[src/rtl/flash_cmd_decoder.sv]
module flash_cmd_decoder #(
  parameter int AW = 19,
  parameter int DW = 8,
  parameter int UW = 11,
  parameter logic [UW-1:0] ADDR_A = 11'h555,
  parameter logic [UW-1:0] ADDR_B = 11'h2AA,
  parameter logic [DW-1:0] KEY_A = 8'hAA,
  parameter logic [DW-1:0] KEY_B = 8'h55,
  parameter logic [DW-1:0] SETUP = 8'h80,
  parameter logic [DW-1:0] CHIP_CMD = 8'h10,
  parameter logic [DW-1:0] SECT_CMD = 8'h30
) (
  input  logic          clk,
  input  logic          rst_n,
  input  logic          we_n,
  input  logic [AW-1:0] addr,
  input  logic [DW-1:0] wdata,
  input  logic          erase_done,
  output logic          erase_start,
  output logic          erase_chip,
  output logic [AW-1:0] erase_addr,
  output logic          erase_active
);
  localparam logic [2:0] LAST = 3'd5;
  localparam logic [2:0] BUSY = 3'd6;

  logic          we_q;
  logic [2:0]    step;
  logic [AW-1:0] addr_lat;
  logic [UW-1:0] exp_a;
  logic [DW-1:0] exp_d;

  wire fall    = we_q & ~we_n;
  wire rise    = ~we_q & we_n;
  wire hit     = (addr_lat[UW-1:0] == exp_a) && (wdata == exp_d);
  wire is_chip = (wdata == CHIP_CMD);
  wire is_sect = (wdata == SECT_CMD);

  assign erase_active = (step == BUSY);

  always_comb begin
    case (step)
      3'd0, 3'd3: begin exp_a = ADDR_A; exp_d = KEY_A; end
      3'd1, 3'd4: begin exp_a = ADDR_B; exp_d = KEY_B; end
      3'd2:       begin exp_a = ADDR_A; exp_d = SETUP; end
      default:    begin exp_a = '0;     exp_d = '0;    end
    endcase
  end

  always_ff @(posedge clk) begin
    if (!rst_n) begin
      we_q        <= 1'b1;
      step        <= '0;
      addr_lat    <= '0;
      erase_start <= 1'b0;
      erase_chip  <= 1'b0;
      erase_addr  <= '0;
    end else begin
      we_q        <= we_n;
      erase_start <= 1'b0;
      if (step == BUSY) begin
        if (erase_done) begin
          step       <= '0;
          addr_lat   <= '0;
          erase_chip <= 1'b0;
          erase_addr <= '0;
        end
      end else begin
        if (fall) addr_lat <= addr;
        if (rise) begin
          if (step == LAST) begin
            if (is_chip || is_sect) begin
              step        <= BUSY;
              erase_start <= 1'b1;
              erase_chip  <= is_chip;
              erase_addr  <= is_chip ? '0 : addr_lat;
            end else begin
              step <= '0;
            end
          end else begin
            step <= hit ? step + 3'd1 : 3'd0;
          end
        end
      end
    end
  end
endmodule

[config.mk]
export PLATFORM = sky130hd
export DESIGN_NAME = flash_cmd_decoder
export DESIGN_NICKNAME = d
export VERILOG_FILES = /design/src/rtl/flash_cmd_decoder.sv
export SDC_FILE = /design/constraint.sdc
export NUM_CORES = 1
export LEC_CHECK = 0
export ABC_AREA = 1
export BUFFER_PORTS_ARGS = -buffer_cell sky130_fd_sc_hd__buf_2
export CAP_MARGIN = 20
export CORE_MARGIN = 2
export CORE_UTILIZATION = 57
export CTS_CLUSTER_DIAMETER = 200
export DETAILED_ROUTE_END_ITERATION = 6
export PLACE_DENSITY = 0.84
export REMOVE_ABC_BUFFERS = 1
export SLEW_MARGIN = 20
export SYNTH_ARGS = -nofsm -noshare
export SYNTH_HDL_FRONTEND = slang
export SYNTH_SLANG_ARGS = --single-unit
[constraint.sdc]
create_clock -name clk -period 2.6 [get_ports clk]
set_input_delay 0.52 -clock clk [delete_from_list [all_inputs] [get_ports clk]]
set_output_delay 0.52 -clock clk [all_outputs]
set_load 0.02 [all_outputs]
Yosys cells after proc, flatten, opt, wreduce, memory -nomap -nowiden
Index checks and enable logic that the tools add are counted.
Widths: inputs -> output; s select.
{ "word_totals": {"ram_bits": 0, "in_bits": 31, "output_inout_bits": 22, "word_cells": 61, "latchBits": 0, "ff_bits": 44, "romBits": 0, "n_memories": 0} }
{ "classes": {"n_addsub": 1, "mul": 0, "magnitude_cmp": 0, "bitwise": 7, "mux": 22, "reduce_logical": 14, "n_div": 0, "shifts": 0, "n_eq_ne": 11} }
{ "op_table": {"columns": ["operator", "count"], "rows": [
  ["$mux 19", 8],
  ["$pmux 8 s3", 1],
  ["$pmux 11 s2", 1],
  ["$mux 3", 6],
  ["$eq 11x11->1", 1],
  ["$eq 3x3->1 const B", 3],
  ["$eq 8x5->1 const B", 1],
  ["$eq 8x6->1 const B", 1],
  ["$eq 8x8->1", 1],
  ["$reduce_bool 2->1", 4],
  ["$eq 3x2->1 const B", 2],
  ["$mux 1", 6],
  ["$not 1->1", 5],
  ["$reduce_and 2->1", 2],
  ["$reduce_and 4->1", 1],
  ["$reduce_or 2->1", 2],
  ["$reduce_or 4->1", 1],
  ["$add 3x1->3 const B", 1],
  ["$eq 3x1->1 const B", 1],
  ["$logic_not 3->1", 1],
  ["$reduce_or 3->1", 1],
  ["$and 1x1->1", 2],
  ["$ne 2x2->1 const B", 1],
  ["$logic_and 1x1->1", 1],
  ["$logic_or 1x1->1", 1]
]} }

Logic depth before layout (Yosys ltp)
Gate-level depths: netlist of the first run.
{ "depth": {"depth_word": 9, "depth_mapped": 14, "ltp_nobuf": 14} }

Least setup slack after synthesis of the first run
OpenSTA, ideal clock, no wires.
{ "synth_timing": {"path_type": "register to register", "from": "register step[0]", "to": "register addr_lat[10]", "required_ns": 2.530, "path_stages_with_launch": 10, "arrival_time_ns": 1.516, "n_path_buf": 2, "synth_period_minus_slack_ns": 1.587, "setup_time_ns": 0.070, "setup_slack_ns": 1.013, "path_cell_list": "dfxtp_1 inv_1 ha_1 nand2_4 inv_2 nand2_2 buf_2 buf_2 nand3_1 a21oi_1"} }
{ "synth_via": {"elab_chain_cells": 3, "word_cells_on_any_way": 5, "cone_classes": "2 x eq/ne; 1 x mux; 2 x reduce/logical"} }
{ "synth_rtl": {"columns": ["element", "line", "text"], "rows": [
  ["from (decl)", "28", "logic [2:0] step;"],
  ["from (signal assigned)", "81", "step <= hit ? step + 3'd1 : 3'd0;"],
  ["$eq 3x3->1 (*)", null, null],
  ["via erase_active", "22", "output logic erase_active"],
  ["$ne 2x2->1 (no line) or $reduce_bool 2->1 (tied branches)", null, null],
  ["$reduce_and 2->1 (no line)", null, null],
  ["to (signal assigned)", "69", "if (fall) addr_lat <= addr;"],
  ["to (decl)", "29", "logic [AW-1:0] addr_lat;"]
]} }
The timed path passes the listed nets; every way through them passes the cells marked *.
A chain may end at the register's enable or synchronous reset.

Final worst setup path of the first run
{ "layout_timing": {"from": "register step[0]", "to": "register erase_addr[9]"} }
{ "layout_via": {"elab_chain_cells": 3, "word_cells_on_any_way": 8, "cone_classes": "3 x eq/ne; 1 x mux; 4 x reduce/logical"} }
{ "layout_rtl": {"columns": ["element", "line", "text"], "rows": [
  ["$eq 3x3->1 (on tied branches)", "61, 71", null],
  ["$ne 2x2->1 (no line) or $reduce_bool 2->1 (tied branches)", null, null],
  ["$reduce_and 4->1 (no line)", null, null],
  ["to (signal assigned)", "76", "erase_addr <= is_chip ? '0 : addr_lat;"],
  ["to (decl)", "21", "output logic [AW-1:0] erase_addr,"]
]} }
Parallel ways exist; a longest one is shown, timed or not.

==> qor.csv, run 1 <==
metric;value;unit
status;finished, final reports clean;
Seq/Total Area, Yosys;0.395;
WL per Instance;12.5;um
Seq cells post-synth;44;
final net count;405;
htree depth;2;
Critical Path AT;2.42;ns
number of port buffers;52;
Cell Rows;22;
CP required;2.80;ns
layout cells sized above 1;0.219;
Synth Area in Adders;0.0280;
worst slew pin tran;0.438;ns
worst r2r src;step[0];
setup TNS;0;ns
Core ar.;3720;um^2
largest cells by area after synthesis;dfxtp_1 (39%), nand3_1 (11%), a21oi_1 (9.0%);
RSZ-0062 raised after global routing;no;
Hold WC Path Type;in -> reg;
routing usage on met1;0.328;
ant diodes;0;
Max-Cap Viols;0;
Syn-to-layout area delta;15.5;%
Clock Root Buffer;clkbuf_8;
GP Congestion;0.811;
postcts setup bufs;0;
DRT Pass-1 Iters;4;
largest net degree at the start of global routing;25;
Post-synth ARST share;0;
Avg Inst Size Synth;6.93;um^2
cts repair resizes;0;
Mapped Cells;322;
Netlist cell types;23;
clock latency on the worst-skew pair;0.31;ns
Peak VDD IR;0.351;mV
fin crit share;0.852;
Top Ports;53;
Top FF cell, synth;dfxtp_1;
WL final;5240;um
DRC Markers;0;
most frequent cells in the layout;nor2_1 (53), buf_2 (52), nand3_1 (50);
Setup Viol. Count Final;0;
Min Clock Period, post-route;2.22;ns
post-synthesis simple-gate area fraction;0.309;
met2 GRT Util;0.428;
All-Layer GR Usage;0.260;
clock-pin slew on the worst setup and hold paths;0.08;ns
endpoints failing hold;0;
Crit Path Category;reg -> reg;
Detailed Place HPWL;3680;um
TritonCTS buffer count;5;
pwr/cell area;500;nW/um^2
gr busiest metal;met2;
via count of the routed design;2199;
post-synthesis mux area share;0;
slowest CP cell;dfxtp_1;
Post-Synth XOR/XNOR Area;0;
grt total ovfl;0;
Worst Setup End Kind;register;
Max-slew headroom;0.707;
Ys Warns;0;
drt via density;5.26;
commonest non-fill, non-tap cell in the layout;nor2_1;
post-route ant nets;0;
largest family of logic cells by synthesized area;simple AND/OR/NAND/NOR gates;
TritonCTS Sinks;44;
most frequent CP cell;nand2_1;
vias in the first global route;1967;
TritonCTS clock tree;done;
leading area contributor after synthesis;dfxtp_1;
crit path max fanout;24;
crit-path max cell delay;0.38;ns
leakage power;1.23;nW
Fill cells;339;
crit-path cells;inv_1 > ha_1 > nand2_4 > nand2_1 > nand2_1 > nand2_2 > o21ai_1 > nor2_1;
FF-to-FF path depth;8;
cell count of the worst hold path;3;
clk buf depth;2;
delay-heaviest family, CP;simple AND/OR/NAND/NOR gates;
Startpoint Class;register;
Buf/Inv on CP;1;
Max Freq;0.451;GHz
met3 GRT Util;0.0591;
hold buffer count at cts;0;
worst hold path startpoint;we_n;
Seq. cell area;881;um^2
Post-Syn Area;2230;um^2
initial antenna violation count;0;
FF-to-FF setup slack;0.38;ns
WHS;0.404;ns
DR iter-0 viols;161;
Compound-Gate Fraction of Synth Area;0.151;
Starting Density;0.600;
placed insts;410;
Die Ht;66.6;um
Yosys top cell area share;0.395;
clock skew;0.00468;ns
die area;4430;um^2
Worst R2R End;erase_addr[9];
number of synthesized flops with an enable pin;0;
area of the multi-input gates;1090;um^2
die width;66.6;um
Slew Limit Fails;0;
WHS Endpoint;we_q;
first-pass GRT wire length;8750;um
non-filler instance count after layout;418;
final core occ;0.693;
-- power breakdown --
group          switching (mW)  internal [mW]  total, mW
registers              0.0123          0.690      0.703
clock network           0.244          0.215      0.459
logic                  0.0748         0.0523      0.127
total                   0.331          0.958       1.29
-- layout make-up --
type,instances,share of cell area
sequential,44,0.342
timing repair buffer,58,0.119
clock inverter,2,0.00583
tap,48,0.0233
multi-input combinational,222,0.423
inverter,38,0.0554
clock buffer,6,0.0321
-- Yosys cell counts (2+ instances only) --
cell type  instances
ha_1               5
nand2_4            2
o21ai_1           17
buf_2              4
nor2_1            53
buf_6              3
a21oi_1           40
nand2_1           40
buf_4              6
nor3_1             2
dfxtp_1           44
nand2_2            4
clkbuf_1           3
o21ai_0            2
buf_1              2
nand3_1           50
inv_1             35
inv_2              3
o21ai_2            3
-- metrics by stage --
step,total power [mW],setup slack [ns],instance area (um^2)
floorplan,0.790,0.351,2110
finish,1.29,0.384,2580
global placement,0.841,0.485,2480
CTS,1.29,0.363,2580
global route,1.35,0.104,2580
detailed placement,0.844,0.392,2480
-- kinds of logic (layout without fill, tap and decap cells) --
logic type,Yosys count,count (layout)
adder cells (fa/ha/maj),5,5
flip-flops,44,44
buffers and inverters,56,104
AO/OA/AOI/OAI,63,63
AND/OR/NAND/NOR,154,154
-- sequential cells by signal (all words and copies together), names as in the netlist --
register	count
addr_lat	19
erase_start	1
we_q	1
step	3
erase_chip	1
erase_addr	19
-- worst register-to-register path, cell delays in order, from the launching register on --
cell and delay, ns:
dfxtp_1 0.38, inv_1 0.10, ha_1 0.24, nand2_4 0.26
nand2_1 0.18, nand2_1 0.33, nand2_2 0.33, o21ai_1 0.24
nor2_1 0.05
-- worst max path at each step --
| stage | startpoint | to | slack, ns | depth (start not counted) |
|---|---|---|---|---|
| 4_1_cts | step[0] | erase_addr[12] | 0.36 | 8 |
| 6_report | step[0] | erase_addr[9] | 0.38 | 8 |
| 2_1_floorplan | step[0] | erase_chip | 0.35 | 9 |
| 3_5_place_dp | step[0] | erase_addr[16] | 0.39 | 8 |
| 5_1_grt | step[0] | erase_addr[10] | 0.10 | 8 |
| 3_3_place_gp | wdata[2] | erase_addr[10] | 0.48 | 9 |
-- routing by layer --
layer	routed length, um	up-vias
met4	107	0
met1	2250	975
met3	319	11
met5	0	-
li1	-	1137
met2	2560	76
(Power assumes the default switching activity.)
==> run 2, diff against run 1 <==
--- a/config.mk
+++ b/config.mk
@@ -12,7 +12,9 @@
 export CORE_UTILIZATION = 57
 export CTS_CLUSTER_DIAMETER = 200
 export DETAILED_ROUTE_END_ITERATION = 6
+export GPL_ROUTABILITY_DRIVEN = 0
 export PLACE_DENSITY = 0.84
+export RECOVER_POWER = 100
 export REMOVE_ABC_BUFFERS = 1
 export SLEW_MARGIN = 20
 export SYNTH_ARGS = -nofsm -noshare
==> qor.csv, run 2 (synthesis results as in run 1) <==
metric;value;unit;change
area of the multi-input gates;1080;um^2;was 1090 um^2
Cell Rows;22;;unchanged
crit-path max cell delay;0.39;ns;was 0.38 ns
Detailed Place HPWL;3680;um;unchanged
Min Clock Period, post-route;2.36;ns;was 2.22 ns
grt total ovfl;0;;unchanged
TritonCTS Sinks;44;;unchanged
Critical Path AT;2.53;ns;was 2.42 ns
crit path max fanout;24;;unchanged
Setup Viol. Count Final;0;;unchanged
gr busiest metal;met2;;unchanged
Core ar.;3720;um^2;unchanged
Starting Density;0.600;;unchanged
via count of the routed design;2233;;was 2199
sequential share of power;0.547;;was 0.545
commonest non-fill, non-tap cell in the layout;nor2_1;;unchanged
cts repair resizes;0;;unchanged
htree depth;2;;unchanged
Crit Path Category;reg -> reg;;unchanged
worst slew pin tran;0.790;ns;was 0.438 ns
crit-path cells;inv_1 > ha_1 > nand2_4 > inv_1 > nand2_1 > clkbuf_2 > nand2_2 > nand3_1 > a21oi_1;;was inv_1 > ha_1 > nand2_4 > nand2_1 > nand2_1 > nand2_2 > o21ai_1 > nor2_1
final net count;405;;unchanged
clock skew;0.00595;ns;was 0.00468 ns
Max Freq;0.424;GHz;was 0.451 GHz
Slew Limit Fails;0;;unchanged
status;finished, final reports clean;;unchanged
Worst Setup End Kind;register;;unchanged
delay-heaviest family, CP;simple AND/OR/NAND/NOR gates;;unchanged
clock power share;0.356;;about the same
largest net degree at the start of global routing;25;;unchanged
layout cells sized above 1;0.146;;was 0.219
vias in the first global route;1967;;unchanged
Syn-to-layout area delta;13.5;%;was 15.5%
Seq. cell area;881;um^2;unchanged
WL per Instance;12.8;um;was 12.5 um
Clock Root Buffer;clkbuf_8;;unchanged
initial antenna violation count;0;;unchanged
final core occ;0.681;;was 0.693
Buf/Inv on CP;3;;was 1
leakage power;1.12;nW;was 1.23 nW
Die Ht;66.6;um;unchanged
clock-pin slew on the worst setup and hold paths;0.08;ns;about the same
setup TNS;0;ns;unchanged
TritonCTS buffer count;5;;unchanged
logic gate share of total power;0.097;;was 0.099
switch share;0.255;;was 0.257
DR iter-0 viols;174;;was 161
routing usage on met1;0.328;;unchanged
clk buf depth;2;;unchanged
sw power;328;uW;was 331 uW
clock latency on the worst-skew pair;0.31;ns;about the same
fin crit share;0.906;;was 0.852
Pint;956;uW;was 958 uW
die area;4430;um^2;unchanged
largest registers;addr_lat: 19 flops, erase_addr: 19 flops, step: 3 flops;;unchanged
Hold WC Path Type;in -> reg;;unchanged
postcts setup bufs;0;;unchanged
most frequent cells in the layout;nor2_1 (53), nand3_1 (50), dfxtp_1 (44);;was nor2_1 (53), buf_2 (52), nand3_1 (50)
post-route ant nets;0;;unchanged
ant diodes;0;;unchanged
WL final;5340;um;was 5240 um
slowest CP cell;clkbuf_2;;was dfxtp_1
endpoints failing hold;0;;unchanged
DRT Pass-1 Iters;5;;was 4
met3 GRT Util;0.0591;;unchanged
Max-Cap Viols;0;;unchanged
DRC Markers;0;;unchanged
Max-slew headroom;0.474;;was 0.707
Top Ports;53;;unchanged
drt via density;5.34;;was 5.26
most frequent CP cell;inv_1;;was nand2_1
number of port buffers;52;;unchanged
Fill cells;357;;was 339
TritonCTS clock tree;done;;unchanged
hold buffer count at cts;0;;unchanged
RSZ-0062 raised after global routing;no;;unchanged
first-pass GRT wire length;8750;um;unchanged
die width;66.6;um;unchanged
Startpoint Class;register;;unchanged
CP required;2.77;ns;was 2.80 ns
Peak VDD IR;0.371;mV;was 0.351 mV
pwr/cell area;507;nW/um^2;was 500 nW/um^2
met2 GRT Util;0.428;;unchanged
All-Layer GR Usage;0.260;;unchanged
## run 2: path summary, 6_finish.rpt
path / end / depth (start not counted) / start / slack (ns)
worst max-delay path: addr_lat[8] / 9 / step[0] / 0.24
worst min register to register: erase_chip / 2 / erase_chip / 0.48
worst max register to register: addr_lat[8] / 9 / step[0] / 0.24
worst min-delay path: we_q / 3 / we_n / 0.41
## run 2: final cells by class
class | instances | area share
well taps | 48 | 0.0237
repair buffers | 58 | 0.107
clock buffers | 6 | 0.0326
flip-flops and latches | 44 | 0.348
multi-input cells | 222 | 0.426
inverters | 38 | 0.0563
clock inverters | 2 | 0.00593
## run 2: tightest hold or removal path, cell delays in order
cell and delay, ns:
buf_2 0.07, inv_1 0.04, nand2_1 0.05
## run 2: through the flow
| stage | area, um^2 | cells | setup WS (ns) | power (mW) | hold WS (ns) |
|---|---|---|---|---|---|
| after global routing | 2530 | 418 | 0.0741 | 1.34 | 0.420 |
| final | 2530 | 418 | 0.243 | 1.28 | 0.406 |
| after detailed placement | 2480 | 410 | 0.392 | 0.844 | 0.466 |
| after CTS | 2580 | 418 | 0.363 | 1.29 | 0.405 |
| after global placement | 2480 | 410 | 0.485 | 0.841 | 0.455 |
| after floorplan | 2110 | 304 | 0.351 | 0.790 | 0.465 |
## run 2: layer usage
layer / vias to the layer above / share of wire
met5: - / 0
met2: 84 / 0.49
li1: 1135 / -
met3: 12 / 0.068
met1: 1002 / 0.42
met4: 0 / 0.021
## run 2: power groups by stage
| stage | combinational (mW) | clock [mW] | sequential, mW |
|---|---|---|---|
| 2_1_floorplan | 0.0746 | 0 | 0.715 |
| 3_3_place_gp | 0.123 | 0 | 0.718 |
| 3_5_place_dp | 0.125 | 0 | 0.718 |
| 4_1_cts | 0.126 | 0.465 | 0.702 |
| 5_1_grt | 0.140 | 0.496 | 0.705 |
| 6_report | 0.124 | 0.457 | 0.703 |
